[config.mk]
export PLATFORM = sky130hd
export DESIGN_NAME = chain_dma_seq
export DESIGN_NICKNAME = d
export VERILOG_FILES = /design/src/rtl/chain_dma_pkg.sv /design/src/rtl/cdma_wb_fmt.sv /design/src/rtl/cdma_regs.sv /design/src/rtl/cdma_seq.sv /design/src/rtl/chain_dma_seq.sv
export SDC_FILE = /design/constraint.sdc
export NUM_CORES = 1
export LEC_CHECK = 0
export BUFFER_PORTS_ARGS = -buffer_cell sky130_fd_sc_hd__clkbuf_2
export CORE_MARGIN = 1
export CORE_UTILIZATION = 40
export DETAILED_ROUTE_END_ITERATION = 10
export PLACE_DENSITY = 0.71
export SETUP_SLACK_MARGIN = 0.5
export SLEW_MARGIN = 0
export SYNTH_ARGS = -nofsm -noshare
export SYNTH_HDL_FRONTEND = slang
export SYNTH_SLANG_ARGS = --single-unit
[constraint.sdc]
create_clock -name clk -period 3.6 [get_ports clk]
set_input_delay 0 -clock clk [delete_from_list [all_inputs] [get_ports clk]]
set_output_delay 0 -clock clk [all_outputs]
set_load 0.02 [all_outputs]
[src/rtl/chain_dma_pkg.sv]
`timescale 1ns/1ps
// Shared encodings for the linked-descriptor DMA channel sequencer.
// Assumes 32-bit descriptor words and a 32-bit register data path.
package chain_dma_pkg;

    typedef enum logic [2:0] {
        SQ_IDLE,
        SQ_FETCH,
        SQ_LAUNCH,
        SQ_MOVE,
        SQ_WB_STAT,
        SQ_WB_CLR,
        SQ_RETIRE
    } seq_state_e;

    typedef enum logic [1:0] {
        WB_NONE   = 2'd0,
        WB_CHSTAT = 2'd1,
        WB_CMD    = 2'd2,
        WB_REMAIN = 2'd3
    } wb_sel_e;

    // register word offsets
    localparam logic [2:0] RA_CFG  = 3'd0;
    localparam logic [2:0] RA_PTR  = 3'd1;
    localparam logic [2:0] RA_BELL = 3'd2;
    localparam logic [2:0] RA_IRQ  = 3'd3;
    localparam logic [2:0] RA_STAT = 3'd4;
    localparam logic [2:0] RA_BCNT = 3'd5;

    // command word bit positions
    localparam int CMD_VALID_BIT = 31;
    localparam int CMD_IE_BIT    = 8;
    localparam int CMD_CLRV_BIT  = 2;

    // descriptor word indices
    localparam logic [2:0] W_CMD0 = 3'd0;
    localparam logic [2:0] W_CMD1 = 3'd1;
    localparam logic [2:0] W_SRC  = 3'd2;
    localparam logic [2:0] W_DST  = 3'd4;
    localparam logic [2:0] W_STAT = 3'd6;
    localparam logic [2:0] W_NEXT = 3'd7;

    // Order in which descriptor words are read; unused words are skipped.
    function automatic logic [2:0] next_word(input logic [2:0] idx);
        case (idx)
            W_CMD0:  next_word = W_CMD1;
            W_CMD1:  next_word = W_SRC;
            W_SRC:   next_word = W_DST;
            W_DST:   next_word = W_NEXT;
            default: next_word = W_CMD0;
        endcase
    endfunction

endpackage

[src/rtl/cdma_wb_fmt.sv]
`timescale 1ns/1ps
// Builds the word written to the descriptor status slot from the
// command word's write-back select field. Purely combinational.
// Assumes the select field sits in command bits 1:0.
module cdma_wb_fmt
    import chain_dma_pkg::*;
#(
    parameter int CNT_W = 22
) (
    input  logic [31:0]      cmd0,
    input  logic [CNT_W-1:0] remain,
    input  logic [2:0]       chstat,
    output logic [31:0]      word
);

    wb_sel_e sel;
    assign sel = wb_sel_e'(cmd0[1:0]);

    // select the write-back payload
    always_comb begin
        case (sel)
            WB_CHSTAT: word = {29'd0, chstat};
            WB_CMD:    word = cmd0 & ~(32'd1 << CMD_VALID_BIT);
            WB_REMAIN: word = {{(32-CNT_W){1'b0}}, remain};
            default:   word = 32'd0;
        endcase
    end

endmodule

[src/rtl/cdma_regs.sv]
`timescale 1ns/1ps
// Software-visible registers of the channel: enable, descriptor pointer,
// doorbell, pending flag, status and residual count. The sequencer
// updates pointer, pending flag and count when a descriptor retires.
// Assumes NXT_W + SHIFT equals 32.
module cdma_regs
    import chain_dma_pkg::*;
#(
    parameter int NXT_W = 27,
    parameter int SHIFT = 5,
    parameter int CNT_W = 22
) (
    input  logic               clk,
    input  logic               rst_n,
    input  logic               reg_we,
    input  logic [2:0]         reg_addr,
    input  logic [31:0]        reg_wdata,
    output logic [31:0]        reg_rdata,
    input  logic               bell_take,
    input  logic               ptr_adv,
    input  logic [NXT_W-1:0]   ptr_next,
    input  logic               done_set,
    input  logic               done_ie,
    input  logic [CNT_W-1:0]   done_remain,
    input  logic               halted,
    input  logic               dvalid,
    output logic               chan_en,
    output logic               bell_pend,
    output logic [NXT_W+SHIFT-1:0] desc_ptr,
    output logic               irq_pend,
    output logic               irq_ie
);

    localparam int ADDR_W = NXT_W + SHIFT;

    logic [NXT_W-1:0] ptr_idx;
    logic [CNT_W-1:0] bytecnt;
    logic             wr_cfg, wr_ptr, wr_bell, wr_irq;
    logic [SHIFT-2:0] unused_wbits;

    assign wr_cfg  = reg_we && (reg_addr == RA_CFG);
    assign wr_ptr  = reg_we && (reg_addr == RA_PTR);
    assign wr_bell = reg_we && (reg_addr == RA_BELL);
    assign wr_irq  = reg_we && (reg_addr == RA_IRQ);
    assign unused_wbits = reg_wdata[SHIFT-1:1];

    assign desc_ptr = {ptr_idx, {SHIFT{1'b0}}};

    // channel enable bit
    always_ff @(posedge clk) begin
        if (!rst_n)      chan_en <= 1'b0;
        else if (wr_cfg) chan_en <= reg_wdata[0];
    end

    // descriptor pointer: the engine's advance wins over a software write
    always_ff @(posedge clk) begin
        if (!rst_n)       ptr_idx <= '0;
        else if (ptr_adv) ptr_idx <= ptr_next;
        else if (wr_ptr)  ptr_idx <= reg_wdata[SHIFT +: NXT_W];
    end

    // doorbell flag: a new ring wins over the engine consuming the old one
    always_ff @(posedge clk) begin
        if (!rst_n)         bell_pend <= 1'b0;
        else if (wr_bell)   bell_pend <= 1'b1;
        else if (bell_take) bell_pend <= 1'b0;
    end

    // pending flag, set on retire, cleared by writing one
    always_ff @(posedge clk) begin
        if (!rst_n)                      irq_pend <= 1'b0;
        else if (done_set)               irq_pend <= 1'b1;
        else if (wr_irq && reg_wdata[0]) irq_pend <= 1'b0;
    end

    // interrupt enable and residual count of the last retired descriptor
    always_ff @(posedge clk) begin
        if (!rst_n) begin
            irq_ie  <= 1'b0;
            bytecnt <= '0;
        end else if (done_set) begin
            irq_ie  <= done_ie;
            bytecnt <= done_remain;
        end
    end

    // register read multiplexer
    always_comb begin
        case (reg_addr)
            RA_CFG:  reg_rdata = {31'd0, chan_en};
            RA_PTR:  reg_rdata = 32'(desc_ptr);
            RA_IRQ:  reg_rdata = {31'd0, irq_pend};
            RA_STAT: reg_rdata = {29'd0, bell_pend, dvalid, halted};
            RA_BCNT: reg_rdata = {{(32-CNT_W){1'b0}}, bytecnt};
            default: reg_rdata = 32'd0;
        endcase
    end

    // ADDR_W kept for readers checking the pointer width
    logic [ADDR_W-1:0] unused_ptr_w;
    assign unused_ptr_w = desc_ptr;

endmodule

[src/rtl/cdma_seq.sv]
`timescale 1ns/1ps
// Descriptor walker: fetches the needed words of the current descriptor,
// launches the data mover, performs the requested write-backs and
// retires the descriptor before following the next pointer.
// Assumes read data arrives in the grant cycle and that the mover
// raises mv_done exactly once per mv_start.
module cdma_seq
    import chain_dma_pkg::*;
#(
    parameter int NXT_W = 27,
    parameter int SHIFT = 5,
    parameter int CNT_W = 22
) (
    input  logic                   clk,
    input  logic                   rst_n,
    input  logic                   chan_en,
    input  logic                   bell_pend,
    input  logic [NXT_W+SHIFT-1:0] desc_ptr,
    output logic                   mem_req,
    output logic                   mem_we,
    output logic [NXT_W+SHIFT-1:0] mem_addr,
    output logic [31:0]            mem_wdata,
    input  logic                   mem_gnt,
    input  logic [31:0]            mem_rdata,
    output logic                   mv_start,
    output logic [31:0]            mv_src,
    output logic [31:0]            mv_dst,
    output logic [CNT_W-1:0]       mv_count,
    input  logic                   mv_done,
    input  logic [CNT_W-1:0]       mv_remain,
    output logic                   bell_take,
    output logic                   halted,
    output logic                   dvalid,
    output logic                   ptr_adv,
    output logic [NXT_W-1:0]       ptr_next,
    output logic                   done_set,
    output logic                   done_ie,
    output logic [CNT_W-1:0]       done_remain
);

    localparam int ADDR_W = NXT_W + SHIFT;

    seq_state_e        state;
    logic [2:0]        widx;
    logic [31:0]       cmd0;
    logic [CNT_W-1:0]  remain_q;
    logic [NXT_W-1:0]  nxt;
    logic [31:0]       wb_word;
    logic              want_stat, want_clr;

    assign want_stat = (cmd0[1:0] != WB_NONE);
    assign want_clr  = cmd0[CMD_CLRV_BIT];

    cdma_wb_fmt #(.CNT_W(CNT_W)) u_fmt (
        .cmd0   (cmd0),
        .remain (remain_q),
        .chstat ({bell_pend, dvalid, halted}),
        .word   (wb_word)
    );

    // state sequencing and descriptor field capture
    always_ff @(posedge clk) begin
        if (!rst_n) begin
            state    <= SQ_IDLE;
            widx     <= W_CMD0;
            cmd0     <= '0;
            mv_count <= '0;
            mv_src   <= '0;
            mv_dst   <= '0;
            nxt      <= '0;
            remain_q <= '0;
            halted   <= 1'b0;
            dvalid   <= 1'b0;
        end else begin
            case (state)
                SQ_IDLE: begin
                    if (bell_take) begin
                        state  <= SQ_FETCH;
                        widx   <= W_CMD0;
                        halted <= 1'b0;
                    end
                end
                SQ_FETCH: begin
                    if (mem_gnt) begin
                        widx <= next_word(widx);
                        case (widx)
                            W_CMD0: begin
                                if (!mem_rdata[CMD_VALID_BIT]) begin
                                    halted <= 1'b1;
                                    dvalid <= 1'b0;
                                    state  <= SQ_IDLE;
                                end else begin
                                    cmd0   <= mem_rdata;
                                    dvalid <= 1'b1;
                                end
                            end
                            W_CMD1: mv_count <= mem_rdata[CNT_W-1:0];
                            W_SRC:  mv_src   <= mem_rdata;
                            W_DST:  mv_dst   <= mem_rdata;
                            W_NEXT: begin
                                nxt   <= mem_rdata[NXT_W-1:0];
                                state <= SQ_LAUNCH;
                            end
                            default: ;
                        endcase
                    end
                end
                SQ_LAUNCH: state <= SQ_MOVE;
                SQ_MOVE: begin
                    if (mv_done) begin
                        remain_q <= mv_remain;
                        if (want_stat)     state <= SQ_WB_STAT;
                        else if (want_clr) state <= SQ_WB_CLR;
                        else               state <= SQ_RETIRE;
                    end
                end
                SQ_WB_STAT: begin
                    if (mem_gnt) state <= want_clr ? SQ_WB_CLR : SQ_RETIRE;
                end
                SQ_WB_CLR: begin
                    if (mem_gnt) state <= SQ_RETIRE;
                end
                SQ_RETIRE: begin
                    dvalid <= 1'b0;
                    widx   <= W_CMD0;
                    state  <= chan_en ? SQ_FETCH : SQ_IDLE;
                end
                default: state <= SQ_IDLE;
            endcase
        end
    end

    // memory port drive
    always_comb begin
        mem_req   = 1'b0;
        mem_we    = 1'b0;
        mem_addr  = desc_ptr;
        mem_wdata = 32'd0;
        case (state)
            SQ_FETCH: begin
                mem_req  = 1'b1;
                mem_addr = desc_ptr + ADDR_W'({widx, 2'b00});
            end
            SQ_WB_STAT: begin
                mem_req   = 1'b1;
                mem_we    = 1'b1;
                mem_addr  = desc_ptr + ADDR_W'({W_STAT, 2'b00});
                mem_wdata = wb_word;
            end
            SQ_WB_CLR: begin
                mem_req   = 1'b1;
                mem_we    = 1'b1;
                mem_wdata = cmd0 & ~(32'd1 << CMD_VALID_BIT);
            end
            default: ;
        endcase
    end

    // handshakes towards the mover and the register file
    assign mv_start    = (state == SQ_LAUNCH);
    assign bell_take   = (state == SQ_IDLE) && chan_en && bell_pend;
    assign done_set    = (state == SQ_RETIRE);
    assign ptr_adv     = (state == SQ_RETIRE);
    assign ptr_next    = nxt;
    assign done_ie     = cmd0[CMD_IE_BIT];
    assign done_remain = remain_q;

endmodule

[src/rtl/chain_dma_seq.sv]
`timescale 1ns/1ps
// Top of the linked-descriptor DMA channel sequencer: register file plus
// descriptor walker. The interrupt is the pending flag qualified by the
// enable bit of the last retired descriptor.
// Assumes a single outstanding memory access and one mover.
module chain_dma_seq #(
    parameter int NXT_W = 27,
    parameter int SHIFT = 5,
    parameter int CNT_W = 22
) (
    input  logic             clk,
    input  logic             rst_n,
    input  logic             reg_we,
    input  logic [2:0]       reg_addr,
    input  logic [31:0]      reg_wdata,
    output logic [31:0]      reg_rdata,
    output logic             mem_req,
    output logic             mem_we,
    output logic [31:0]      mem_addr,
    output logic [31:0]      mem_wdata,
    input  logic             mem_gnt,
    input  logic [31:0]      mem_rdata,
    output logic             mv_start,
    output logic [31:0]      mv_src,
    output logic [31:0]      mv_dst,
    output logic [CNT_W-1:0] mv_count,
    input  logic             mv_done,
    input  logic [CNT_W-1:0] mv_remain,
    output logic             irq_out
);

    localparam int ADDR_W = NXT_W + SHIFT;

    logic              chan_en, bell_pend, bell_take;
    logic              halted, dvalid;
    logic              ptr_adv, done_set, done_ie;
    logic [NXT_W-1:0]  ptr_next;
    logic [CNT_W-1:0]  done_remain;
    logic [ADDR_W-1:0] desc_ptr;
    logic [ADDR_W-1:0] seq_addr;
    logic              irq_pend, irq_ie;

    cdma_regs #(.NXT_W(NXT_W), .SHIFT(SHIFT), .CNT_W(CNT_W)) u_regs (
        .clk         (clk),
        .rst_n       (rst_n),
        .reg_we      (reg_we),
        .reg_addr    (reg_addr),
        .reg_wdata   (reg_wdata),
        .reg_rdata   (reg_rdata),
        .bell_take   (bell_take),
        .ptr_adv     (ptr_adv),
        .ptr_next    (ptr_next),
        .done_set    (done_set),
        .done_ie     (done_ie),
        .done_remain (done_remain),
        .halted      (halted),
        .dvalid      (dvalid),
        .chan_en     (chan_en),
        .bell_pend   (bell_pend),
        .desc_ptr    (desc_ptr),
        .irq_pend    (irq_pend),
        .irq_ie      (irq_ie)
    );

    cdma_seq #(.NXT_W(NXT_W), .SHIFT(SHIFT), .CNT_W(CNT_W)) u_seq (
        .clk         (clk),
        .rst_n       (rst_n),
        .chan_en     (chan_en),
        .bell_pend   (bell_pend),
        .desc_ptr    (desc_ptr),
        .mem_req     (mem_req),
        .mem_we      (mem_we),
        .mem_addr    (seq_addr),
        .mem_wdata   (mem_wdata),
        .mem_gnt     (mem_gnt),
        .mem_rdata   (mem_rdata),
        .mv_start    (mv_start),
        .mv_src      (mv_src),
        .mv_dst      (mv_dst),
        .mv_count    (mv_count),
        .mv_done     (mv_done),
        .mv_remain   (mv_remain),
        .bell_take   (bell_take),
        .halted      (halted),
        .dvalid      (dvalid),
        .ptr_adv     (ptr_adv),
        .ptr_next    (ptr_next),
        .done_set    (done_set),
        .done_ie     (done_ie),
        .done_remain (done_remain)
    );

    assign mem_addr = 32'(seq_addr);

    // interrupt line
    assign irq_out = irq_pend & irq_ie;

endmodule

==> out/metrics.cfg <==
[global_routing]
track_usage_pct=24.6
grt_max_degree=132
gr-total-overflow=0
antenna_found_initial=1
first_global_vias=8666
grt_pass1_wl_um=46700

[drt]
ant_nets=0
wl_per_cell_um=16.8
via_per_inst=5.13
dr.pass1.iters=5
wl_um=30300
drc=0
drt_iter0_markers=630
via_count=9213

[timing]
hold_violations=0
setup_ws_ps=785
skew_ps=7.47
maxSlewHeadroom_pct=25.4
fin_crit_sh_pct=78.2
fmax_mhz=355
period_minus_slack_ps=2810
setup_viol=0
worst_pin_slew_ps=1120
maxSlewViolCount=0
fin_tns_setup_ps=0
rsz0062_at_grt=false

[clock_network]
clkTransAtPathRegs_ps=60
root_buffer=clkbuf_16
cts_sinks=227
cts_inserted_buffers=25
insertion_delay_ps=510
tritoncts=yes
cts_setup_buffers=0
htree_levels=1
clockBufferDepth=3

[floorplan]
core_um2=22800
dieWidth_um=155
core.rowCount=55
io_pins=280
initial_core_util_pct=41.0
die_height_um=155
die_area_um2=23900

[power_and_ir_drop]
p_leak_uw=0.00515
power_density_nw_per_um2=489
peakVddDrop_mv=0.440

[logic_synthesis]
synth_edf_count=0
async_reset_ff_share_pct=0
syn-cell-area_um2=9330
synth-warning-count=0
synth.most_common_cell=nand2_1
synth_top_cell_by_area=dfxtp_1
synth_commonest_cells=nand2_1 (395), dfxtp_1 (227), a21oi_1 (181), nor2_1 (64), clkbuf_1 (53)
synthTopCellsByArea=dfxtp_1 (49%), nand2_1 (16%), a21oi_1 (9.7%)
synth-seq-cells=227
netlist_instances=1156
yosysSeqAreaShare_pct=48.7
yosysTopAreaCellShare_pct=48.7
ys_types=50
syn_area_per_cell_um2=8.07
ys.flop_type=dfxtp_1

[final_layout]
num-nets-final=1559
syn_to_final_growth_pct=34.9
layoutNonFillerInstCount=1796
drive_above_1_share_pct=24.8

[place]
dp_hpwl_um=19500
port_buffers=272
dp.cells=1662
routabilityCongestion=0.805
pre_cts_slack_ps=1190

[run]
max_cap_viol_count=0

[critical_path]
cp-start-kind=flip-flop
regToRegSetupSlack_ps=1190
endpoint_kind=primary output
critPathKind=reg -> out
critical_path.max_fanout=19
cp.required_ps=3600
critPathArrivalTime_ps=2810

[outcome]
outcome=finished clean

[worst_hold_path]
min_path_type=in -> reg

layout by cell type (no fill, tap or decap), types with 5 or more instances in the layout:
cell / netlist / final
nand2_1: 395 / 395
clkbuf_2: 0 / 272
dfxtp_1: 227 / 227
a21oi_1: 181 / 181
dlygate4sd3_1: 0 / 89
nor2_1: 64 / 63
a22o_1: 36 / 36
mux2i_1: 27 / 27
clkbuf_16: 0 / 25
a311oi_2: 24 / 24
and2_1: 23 / 23
buf_4: 14 / 17
bufinv_16: 0 / 7
nand2b_1: 6 / 6
clkinv_2: 0 / 6
nand3b_1: 5 / 5
nand3_1: 5 / 5
nor3b_1: 5 / 5
report_power, final:
part / switching (uW) / internal (uW)
registers: 91.4 / 2570
logic: 363 / 275
clock network: 1030 / 1830
total: 1480 / 4670
worst max-delay path, stage by stage, from the launching register on:
cell and delay [ps]:
dfxtp_1 710, nand2b_1 290, inv_1 140, and3_1 720, a22o_1 270, clkbuf_2 180
kinds of logic after synthesis:
logic type	after synthesis	synth area share (%)
AOI/OAI and AO/OA	267	19.1
xor gates and xnor gates	1	0.0939
buffers and inverters	104	5.38
DFF	227	48.7
muxes	28	3.02
other	1	0.0402
and+or+nand+nor	528	23.7
registers in the layout, indices dropped and copies added, names as in the netlist, 22 cells and up:
name               flops
u_seq.mv_src          32
u_regs.ptr_idx        27
u_seq.done_remain     22
u_seq.ptr_next        27
u_regs.bytecnt        22
u_seq.mv_dst          32
u_seq.mv_count        22
u_seq.cmd0            31
layer usage:
layer	track usage [%]	vias up	share of wire (%)
met5	0	-	0
met4	7.17	0	2.3
met3	4.90	49	7.7
met2	41.7	368	48
met1	31.5	4321	42
li1	-	4475	-
per-stage QoR:
| stage | area (um^2) | util (%) | hold slack [ps] | total power (uW) |
|---|---|---|---|---|
| after floorplan | 9340 | - | 133 | 3080 |
| after global placement | 10800 | 47.3 | 230 | 3250 |
| after detailed placement | 10800 | 47.3 | 231 | 3270 |
| after CTS | 12600 | 55.2 | 211 | 6190 |
| after global routing | 12600 | 55.2 | 280 | 6370 |
| final | 12600 | 55.2 | 229 | 6150 |
path summary, 6_finish.rpt:
path / from / to / cells past startpoint
worst max-delay path: u_seq.state[2]$_SDFFE_PN0P_ / mem_wdata[7] / 5
worst min-delay path: mv_done / u_seq.state[1]$_SDFFE_PN0P_ / 5
worst max register to register: u_seq.state[0]$_SDFFE_PN0P_ / u_seq.done_remain[14]$_SDFFE_PN0P_ / 4
worst min register to register: u_seq.mv_dst[22]$_SDFFE_PN0P_ / u_seq.mv_dst[22]$_SDFFE_PN0P_ / 2
area by class of cell:
| type | instances | area, um^2 |
|---|---|---|
| flip-flops and latches | 227 | 4540 |
| clock inverters | 14 | 248 |
| well taps | 313 | 392 |
| inverters | 5 | 26.3 |
| diodes | 1 | 2.50 |
| fillers | 2080 | 10200 |
| repair buffers | 379 | 2400 |
| clock buffers | 30 | 674 |
| multi-input cells | 827 | 4300 |
repair_timing:
item,in CTS,in global routing
endpoints found under the hold margin,199,0
hold buffers,89,0
gates resized for setup,0,0
Note: power is estimated with default switching activity, not from simulation.
